==> config.mk <==
export PLATFORM = sky130hd
export DESIGN_NAME = bb_swap_top
export DESIGN_NICKNAME = d
export VERILOG_FILES = /design/src/rtl/bb_swap_pkg.sv /design/src/rtl/bb_swap_ctrl.sv /design/src/rtl/bb_swap_dp.sv /design/src/rtl/bb_swap_top.sv
export SDC_FILE = /design/constraint.sdc
export NUM_CORES = 1
export LEC_CHECK = 0
export BUFFER_PORTS_ARGS = -buffer_cell sky130_fd_sc_hd__buf_2
export CAP_MARGIN = 20
export CORE_MARGIN = 2
export CORE_UTILIZATION = 53
export CTS_CLUSTER_DIAMETER = 120
export DETAILED_ROUTE_END_ITERATION = 12
export MAX_ROUTING_LAYER = met4
export PLACE_DENSITY_LB_ADDON = 0.15
export RECOVER_POWER = 25
export SYNTH_ARGS = -nofsm -noshare
export SYNTH_HDL_FRONTEND = slang
export SYNTH_HIERARCHICAL = 1
export SYNTH_SLANG_ARGS = --single-unit
export TNS_END_PERCENT = 30
==> constraint.sdc <==
create_clock -name clk -period 2.8 [get_ports clk]
set_clock_uncertainty 0.2 [all_clocks]
set_input_delay 0.28 -clock clk [delete_from_list [all_inputs] [get_ports clk]]
set_output_delay 0.28 -clock clk [all_outputs]
set_load 0.005 [all_outputs]
==> src/rtl/bb_swap_pkg.sv <==
package bb_swap_pkg;
  typedef enum logic [2:0] {
    ST_IDLE, ST_RD_MAIN, ST_RD_SPARE, ST_WR_MAIN, ST_WR_SPARE, ST_FIN
  } swapState_t;

  typedef struct packed {
    logic rdMain;
    logic rdSpare;
    logic wrMain;
    logic wrSpare;
  } swapStrobe_t;
endpackage

==> src/rtl/bb_swap_ctrl.sv <==
module bb_swap_ctrl
  import bb_swap_pkg::*;
(
  input  logic        clk,
  input  logic        rstN,
  input  logic        start,
  input  logic        swapEn,
  input  logic        largePage,
  output swapStrobe_t strobe,
  output logic        busy,
  output logic        done
);
  swapState_t state, stateNext;

  always_comb begin
    stateNext = state;
    unique case (state)
      ST_IDLE:     if (start) stateNext = (swapEn && largePage) ? ST_RD_MAIN : ST_FIN;
      ST_RD_MAIN:  stateNext = ST_RD_SPARE;
      ST_RD_SPARE: stateNext = ST_WR_MAIN;
      ST_WR_MAIN:  stateNext = ST_WR_SPARE;
      ST_WR_SPARE: stateNext = ST_FIN;
      ST_FIN:      stateNext = ST_IDLE;
      default:     stateNext = ST_IDLE;
    endcase
  end

  always_ff @(posedge clk) begin
    if (!rstN) state <= ST_IDLE;
    else       state <= stateNext;
  end

  always_comb begin
    strobe.rdMain  = (state == ST_RD_MAIN);
    strobe.rdSpare = (state == ST_RD_SPARE);
    strobe.wrMain  = (state == ST_WR_MAIN);
    strobe.wrSpare = (state == ST_WR_SPARE);
  end

  assign busy = (state != ST_IDLE);
  assign done = (state == ST_FIN);
endmodule

==> src/rtl/bb_swap_dp.sv <==
module bb_swap_dp
  import bb_swap_pkg::*;
#(
  parameter int DATA_W       = 16,
  parameter int ADDR_W       = 12,
  parameter int MAIN_WADDR   = 1000,
  parameter int SPARE_WADDR  = 1050
) (
  input  logic              clk,
  input  logic              rstN,
  input  swapStrobe_t       strobe,
  input  logic              isProgram,
  input  logic [DATA_W-1:0] memRdata,
  output logic [ADDR_W-1:0] memAddr,
  output logic              memRe,
  output logic              memWe,
  output logic [DATA_W-1:0] memWdata
);
  localparam int HALF = DATA_W / 2;
  localparam logic [ADDR_W-1:0] MAIN_A  = ADDR_W'(MAIN_WADDR);
  localparam logic [ADDR_W-1:0] SPARE_A = ADDR_W'(SPARE_WADDR);

  logic [DATA_W-1:0] mainQ, spareQ, spareEff;

  // Program direction discards whatever the spare word held.
  assign spareEff = isProgram ? {DATA_W{1'b1}} : memRdata;

  always_ff @(posedge clk) begin
    if (!rstN) begin
      mainQ  <= '0;
      spareQ <= '0;
    end else begin
      if (strobe.rdSpare) mainQ  <= memRdata;   // main data returns now
      if (strobe.wrMain)  spareQ <= spareEff;   // spare data returns now
    end
  end

  always_comb begin
    memRe    = strobe.rdMain | strobe.rdSpare;
    memWe    = strobe.wrMain | strobe.wrSpare;
    memAddr  = '0;
    memWdata = '0;
    if (strobe.rdMain || strobe.wrMain)   memAddr = MAIN_A;
    if (strobe.rdSpare || strobe.wrSpare) memAddr = SPARE_A;
    if (strobe.wrMain)  memWdata = {mainQ[DATA_W-1:HALF], spareEff[DATA_W-1:HALF]};
    if (strobe.wrSpare) memWdata = {mainQ[HALF-1:0], spareQ[HALF-1:0]};
  end
endmodule

==> src/rtl/bb_swap_top.sv <==
module bb_swap_top
  import bb_swap_pkg::*;
#(
  parameter int DATA_W       = 16,
  parameter int ADDR_W       = 12,
  parameter int MAIN_SECT_B  = 512,
  parameter int SPARE_SECT_B = 16,
  parameter int MAIN_BASE_B  = 0,
  parameter int SPARE_BASE_B = 2048,
  parameter int LAST_SECT    = 3,
  parameter int MAIN_OFS_B   = 464,
  parameter int SPARE_OFS_B  = 4
) (
  input  logic              clk,
  input  logic              rstN,
  input  logic              start,
  input  logic              swapEn,
  input  logic              largePage,
  input  logic              isProgram,
  output logic [ADDR_W-1:0] memAddr,
  output logic              memRe,
  output logic              memWe,
  output logic [DATA_W-1:0] memWdata,
  input  logic [DATA_W-1:0] memRdata,
  output logic              done
);
  localparam int WORD_B      = DATA_W / 8;
  localparam int MAIN_WADDR  = (MAIN_BASE_B + LAST_SECT * MAIN_SECT_B + MAIN_OFS_B) / WORD_B;
  localparam int SPARE_WADDR = (SPARE_BASE_B + LAST_SECT * SPARE_SECT_B + SPARE_OFS_B) / WORD_B;

  swapStrobe_t strobe;
  logic        busy;

  bb_swap_ctrl i_ctrl (
    .clk(clk), .rstN(rstN), .start(start), .swapEn(swapEn),
    .largePage(largePage), .strobe(strobe), .busy(busy), .done(done)
  );

  bb_swap_dp #(
    .DATA_W(DATA_W), .ADDR_W(ADDR_W),
    .MAIN_WADDR(MAIN_WADDR), .SPARE_WADDR(SPARE_WADDR)
  ) i_dp (
    .clk(clk), .rstN(rstN), .strobe(strobe), .isProgram(isProgram),
    .memRdata(memRdata), .memAddr(memAddr), .memRe(memRe),
    .memWe(memWe), .memWdata(memWdata)
  );
endmodule

==> results_dict.tcl, run 1 <==
set metrics [dict create \
    switching_share_pct 30.5 \
    clockRootBuffer "clkbuf_4" \
    cts_tree "built" \
    die_h_um 56.7 \
    final_common_cell "buf_2" \
    post_cts_buffers 0 \
    max_stage_delay_ps 550 \
    grt_pass1_vias 1189 \
    drcViolationCount 0 \
    syn_inst 179 \
    post_drt_via_cell_ratio 5.13 \
    numCtsBuffers 3 \
    clk_path_buf_depth 2 \
    crit_slowest_cell "dfxtp_1" \
    internal_power_w 0.000587 \
    fin_util_pct 60.9 \
    seqPwrFrac_pct 52.8 \
    leakage_nw 0.714 \
    hold_viol_final 0 \
    max_freq_mhz 405 \
    syn_avg_cell_area_sq_um 8.23 \
    total_power_w 0.000844 \
    min_path_type "input pin to flip-flop" \
    finalSetupViolCount 0 \
    antenna_cells 0 \
    rsz0062_at_grt "false" \
    wl_mm 2.99 \
    worstMarginPinSlew_ps 611 \
    pwr-share-clk_pct 19.9 \
    outcome "complete, no violations" \
    final.min_clock_period_ps 2470 \
    fillers 261 \
    portBuffers 49 \
    path_delay_family "flip-flops" \
    drtAntennaViolNets 0 \
    firstDrtPassIters 4 \
    slew_violations 0 \
    path_cells "nand2_1 > nor2_2 > buf_4 > nand2b_4 > o21ai_0 > buf_2" \
    p_per_area_nw_per_um2 516 \
    insertion_delay_ps 320 \
    yosys_warnings 6 \
    dpl.hpwl_mm 2.11 \
    path_class "flip-flop to output port" \
    routabilityCongestion 0.815 \
    antenna_found_initial 0 \
    cp-end-kind "output port" \
    grt_usage_pct 20.8 \
    critPathLaunchType "flip-flop" \
    arrival_ps 1990 \
    grt-ovfl-total 0 \
    vdd_drop_max_mv 0.430 \
    row_count 19 \
    nNetsFinal 237 \
    drive_above_1_share_pct 28.5 \
    seq_area_sq_um 541 \
    ios 53 \
    area_growth_pct 11.1 \
    comb_power_share_pct 27.3 \
    grt_pass1_wl_mm 5.26 \
    p_sw_w 0.000257 \
    grt_max_degree 29 \
    cts.sinks 27 \
    cts_resized 0 \
    cap_violations 0 \
    fin_crit_sh_pct 88.2 \
    cts_hold_buf 0 \
    synth_area_sq_um 1470 \
    fp.dieW_um 56.7 \
    cp_max_fo 20 \
    clkTransAtPathRegs_ps 140 \
    holdWs_ps 23.5 \
    vias 1257 \
    die_area_sq_um 3220 \
    finalSetupTns_ps 0 \
    required_ps 2320 \
    initial_utilization_pct 54.8 \
    htreeDepth 1 \
    mostFrequentLayoutCells "buf_2, dfxtp_1, nand2_1" \
    core_sq_um 2690 \
    wire_per_inst_um 12.2 \
    crit_buf_inv 2 \
    multiInputGateArea_sq_um 756 \
    slew_headroom_pct 59.3 \
    drt-initial-drc-count 26 \
]
metal layers:
| layer | global-route usage (%) | share of wire, % | vias up |
|---|---|---|---|
| li1 | - | - | 648 |
| met1 | 27.0 | 47 | 565 |
| met2 | 33.2 | 46 | 42 |
| met3 | 4.61 | 5.8 | 2 |
| met4 | 4.76 | 0.60 | 0 |
| met5 | - | 0 | - |
registers in the layout, indices dropped and copies added, names as in the netlist:
signal and count:
i_ctrl/state 3, i_dp/spareQ 8, i_dp/mainQ 16
power by group through the flow:
stage,sequential (W),clock [W],combinational (W)
floorplan,0.000435,0,0.000217
global placement,0.000453,0,0.000233
detailed placement,0.000456,0,0.000238
CTS,0.000448,0.000176,0.000238
global route,0.000452,0.000193,0.000259
finish,0.000446,0.000168,0.000231
layout make-up:
class                   count  area share [%]
clock buffers               4            1.61
inverters                   1           0.229
multi-input cells         129            46.2
flip-flops and latches     27            33.0
well taps                  31            2.37
repair buffers             53            16.6
worst register-to-register path: stages (launching register included):
cell and delay, ps:
dfxtp_1 550, nor3b_1 300, clkbuf_1 510, mux2i_1 270, nor2b_1 60
per-stage QoR:
| stage | cell area, sq um | std cells | setup slack [ps] |
|---|---|---|---|
| 3_3_place_gp | 1630 | 241 | 737 |
| 6_report | 1640 | 245 | 331 |
| 4_1_cts | 1650 | 245 | 298 |
| 3_5_place_dp | 1630 | 241 | 696 |
| 2_1_floorplan | 1480 | 181 | 904 |
| 5_1_grt | 1640 | 245 | 94.3 |
path summary, 6_finish.rpt:
| check | cells after the start | start | slack, ps | end |
|---|---|---|---|---|
| max | 6 | i_ctrl/state[1] | 330 | memWdata[5] |
| min | 3 | memRdata[7] | 20 | i_dp/mainQ[7] |
| max reg2reg | 4 | i_ctrl/state[1] | 820 | i_dp/mainQ[0] |
| min reg2reg | 2 | i_dp/mainQ[6] | 340 | i_dp/mainQ[6] |
No activity file was read; power rests on OpenSTA's default activity.
==> run 2: changes to the inputs <==
--- a/config.mk
+++ b/config.mk
@@ -13,7 +13,7 @@
 export DETAILED_ROUTE_END_ITERATION = 12
 export MAX_ROUTING_LAYER = met4
 export PLACE_DENSITY_LB_ADDON = 0.15
-export RECOVER_POWER = 25
+export RECOVER_POWER = 100
 export SYNTH_ARGS = -nofsm -noshare
 export SYNTH_HDL_FRONTEND = slang
 export SYNTH_HIERARCHICAL = 1
==> run 2 against run 1 <==
Hold slack got worse by 3.6 ps. Final cell count did not move. Sequential power barely moved. Highest routed layer unchanged. First-iteration DRC count fell by 3.8%. Critical path depth fell by 1. Global-route usage did not move. Power fell by 1.1%. Routed wire length fell by 0.37%.
==> results_dict.tcl, run 2 (same netlist as run 1, synthesis figures left out) <==
set metrics [dict create \
    antenna_found_initial 0 \
    crit_buf_inv 2 \
    wl_met3_um 166 \
    slew_violations 0 \
    insertion_delay_ps 320 \
    ios 53 \
    core_sq_um 2690 \
    critPathLaunchType "flip-flop" \
    worstMarginPinSlew_ps 602 \
    antenna_cells 0 \
    cts_resized 0 \
    drtAntennaViolNets 0 \
    grt_max_degree 29 \
    crit_slowest_cell "dfxtp_1" \
    row_count 19 \
    wl_met2_mm 1.36 \
    wire_per_inst_um 12.1 \
    fillers 269 \
    post_drt_via_cell_ratio 5.15 \
    portBuffers 49 \
    cap_violations 0 \
    fin_crit_sh_pct 89.4 \
    grt_usage_pct 20.8 \
    wl_mm 2.98 \
    largestRegisters "i_dp/mainQ: 16 flops, i_dp/spareQ: 8 flops, i_ctrl/state: 3 flops" \
    final.min_clock_period_ps 2500 \
    slew_headroom_pct 59.9 \
    drive_above_1_share_pct 18.7 \
    rsz0062_at_grt "false" \
    leakage_nw 0.625 \
    cts_tree "built" \
    grt_pass1_vias 1189 \
    area_growth_pct 9.09 \
    finalSetupTns_ps 0 \
    grt-ovfl-total 0 \
    grt_pass1_wl_mm 5.26 \
    path_cells "nor3b_2 > clkbuf_2 > nand2_1 > o21ai_0 > clkbuf_1" \
    arrival_ps 2020 \
    regMostFlops "i_dp/mainQ" \
    cp-end-kind "output port" \
    initial_utilization_pct 54.8 \
    path_class "flip-flop to output port" \
    min_path_type "input pin to flip-flop" \
    path_delay_family "simple AND/OR/NAND/NOR gates" \
    clkTransAtPathRegs_ps 140 \
    fp.dieW_um 56.7 \
    cts.sinks 27 \
    clockRootBuffer "clkbuf_4" \
    clk_path_buf_depth 2 \
    dpl.hpwl_mm 2.11 \
    largest_register_ffs 16 \
    hold_viol_final 0 \
    post_cts_buffers 0 \
    outcome "complete, no violations" \
    htreeDepth 1 \
    mostFrequentLayoutCells "dfxtp_1, buf_2, nand2_1" \
    cts_hold_buf 0 \
    drt-initial-drc-count 25 \
    max_stage_delay_ps 520 \
    firstDrtPassIters 4 \
    required_ps 2320 \
    vias 1261 \
    cp_max_fo 19 \
    die_h_um 56.7 \
    finalSetupViolCount 0 \
    vdd_drop_max_mv 0.426 \
    wl_met1_mm 1.43 \
    numCtsBuffers 3 \
    p_per_area_nw_per_um2 520 \
    nNetsFinal 237 \
    drcViolationCount 0 \
    fin_util_pct 59.8 \
    final_common_cell "dfxtp_1" \
    die_area_sq_um 3220 \
    max_freq_mhz 400 \
    highest_layer "met4" \
    routabilityCongestion 0.815 \
]
-- run 2: cell types whose count changed in the layout (fill, tap and decap cells not counted) --
cell      delta
or2_0        +1
clkbuf_1    +19
buf_1        +1
buf_4        -1
or2_4        -1
clkbuf_2     +4
buf_2       -23
-- run 2: per-stage QoR --
| step | total power (W) | instance area [sq um] | setup slack, ps | hold slack, ps | instances |
|---|---|---|---|---|---|
| after global routing | 0.000892 | 1610 | 70.6 | 14.0 | 245 |
| after detailed placement | 0.000694 | 1630 | 696 | 302 | 241 |
| final | 0.000835 | 1610 | 298 | 19.9 | 245 |
| after CTS | 0.000862 | 1650 | 298 | 17.8 | 245 |
| after floorplan | 0.000652 | 1480 | 904 | 208 | 181 |
| after global placement | 0.000686 | 1630 | 737 | 300 | 241 |
-- run 2: area by class of cell --
| cell class | instances | area (sq um) | area share [%] |
|---|---|---|---|
| sequential | 27 | 541 | 33.6 |
| tap | 31 | 38.8 | 2.41 |
| clock buffer | 4 | 26.3 | 1.64 |
| multi-input combinational | 129 | 753 | 46.9 |
| timing repair buffer | 53 | 244 | 15.2 |
| inverter | 1 | 3.75 | 0.234 |
-- run 2: layer usage --
layer	track usage [%]	up-vias
li1	-	648
met1	27.0	571
met2	33.2	40
met3	4.61	2
met4	4.76	0
met5	-	-
-- run 2: path summary, 6_finish.rpt --
path	end	cells past startpoint	slack, ps	from
max	memWdata[1]	5	300	i_ctrl/state[2]
min	i_dp/mainQ[7]	3	20	memRdata[7]
max reg2reg	i_dp/mainQ[0]	4	820	i_ctrl/state[1]
min reg2reg	i_dp/mainQ[2]	2	340	i_dp/mainQ[2]
-- run 2: where the power goes --
part	switching [W]	total, W	internal (W)
Sequential	0.0000304	0.000446	0.000415
Clock	0.000114	0.000170	0.0000558
Combinational	0.000115	0.000220	0.000105
-- run 2: tightest hold or removal path, stage by stage --
cell	delay, ps
buf_2	90
mux2i_1	60
nor2b_1	90
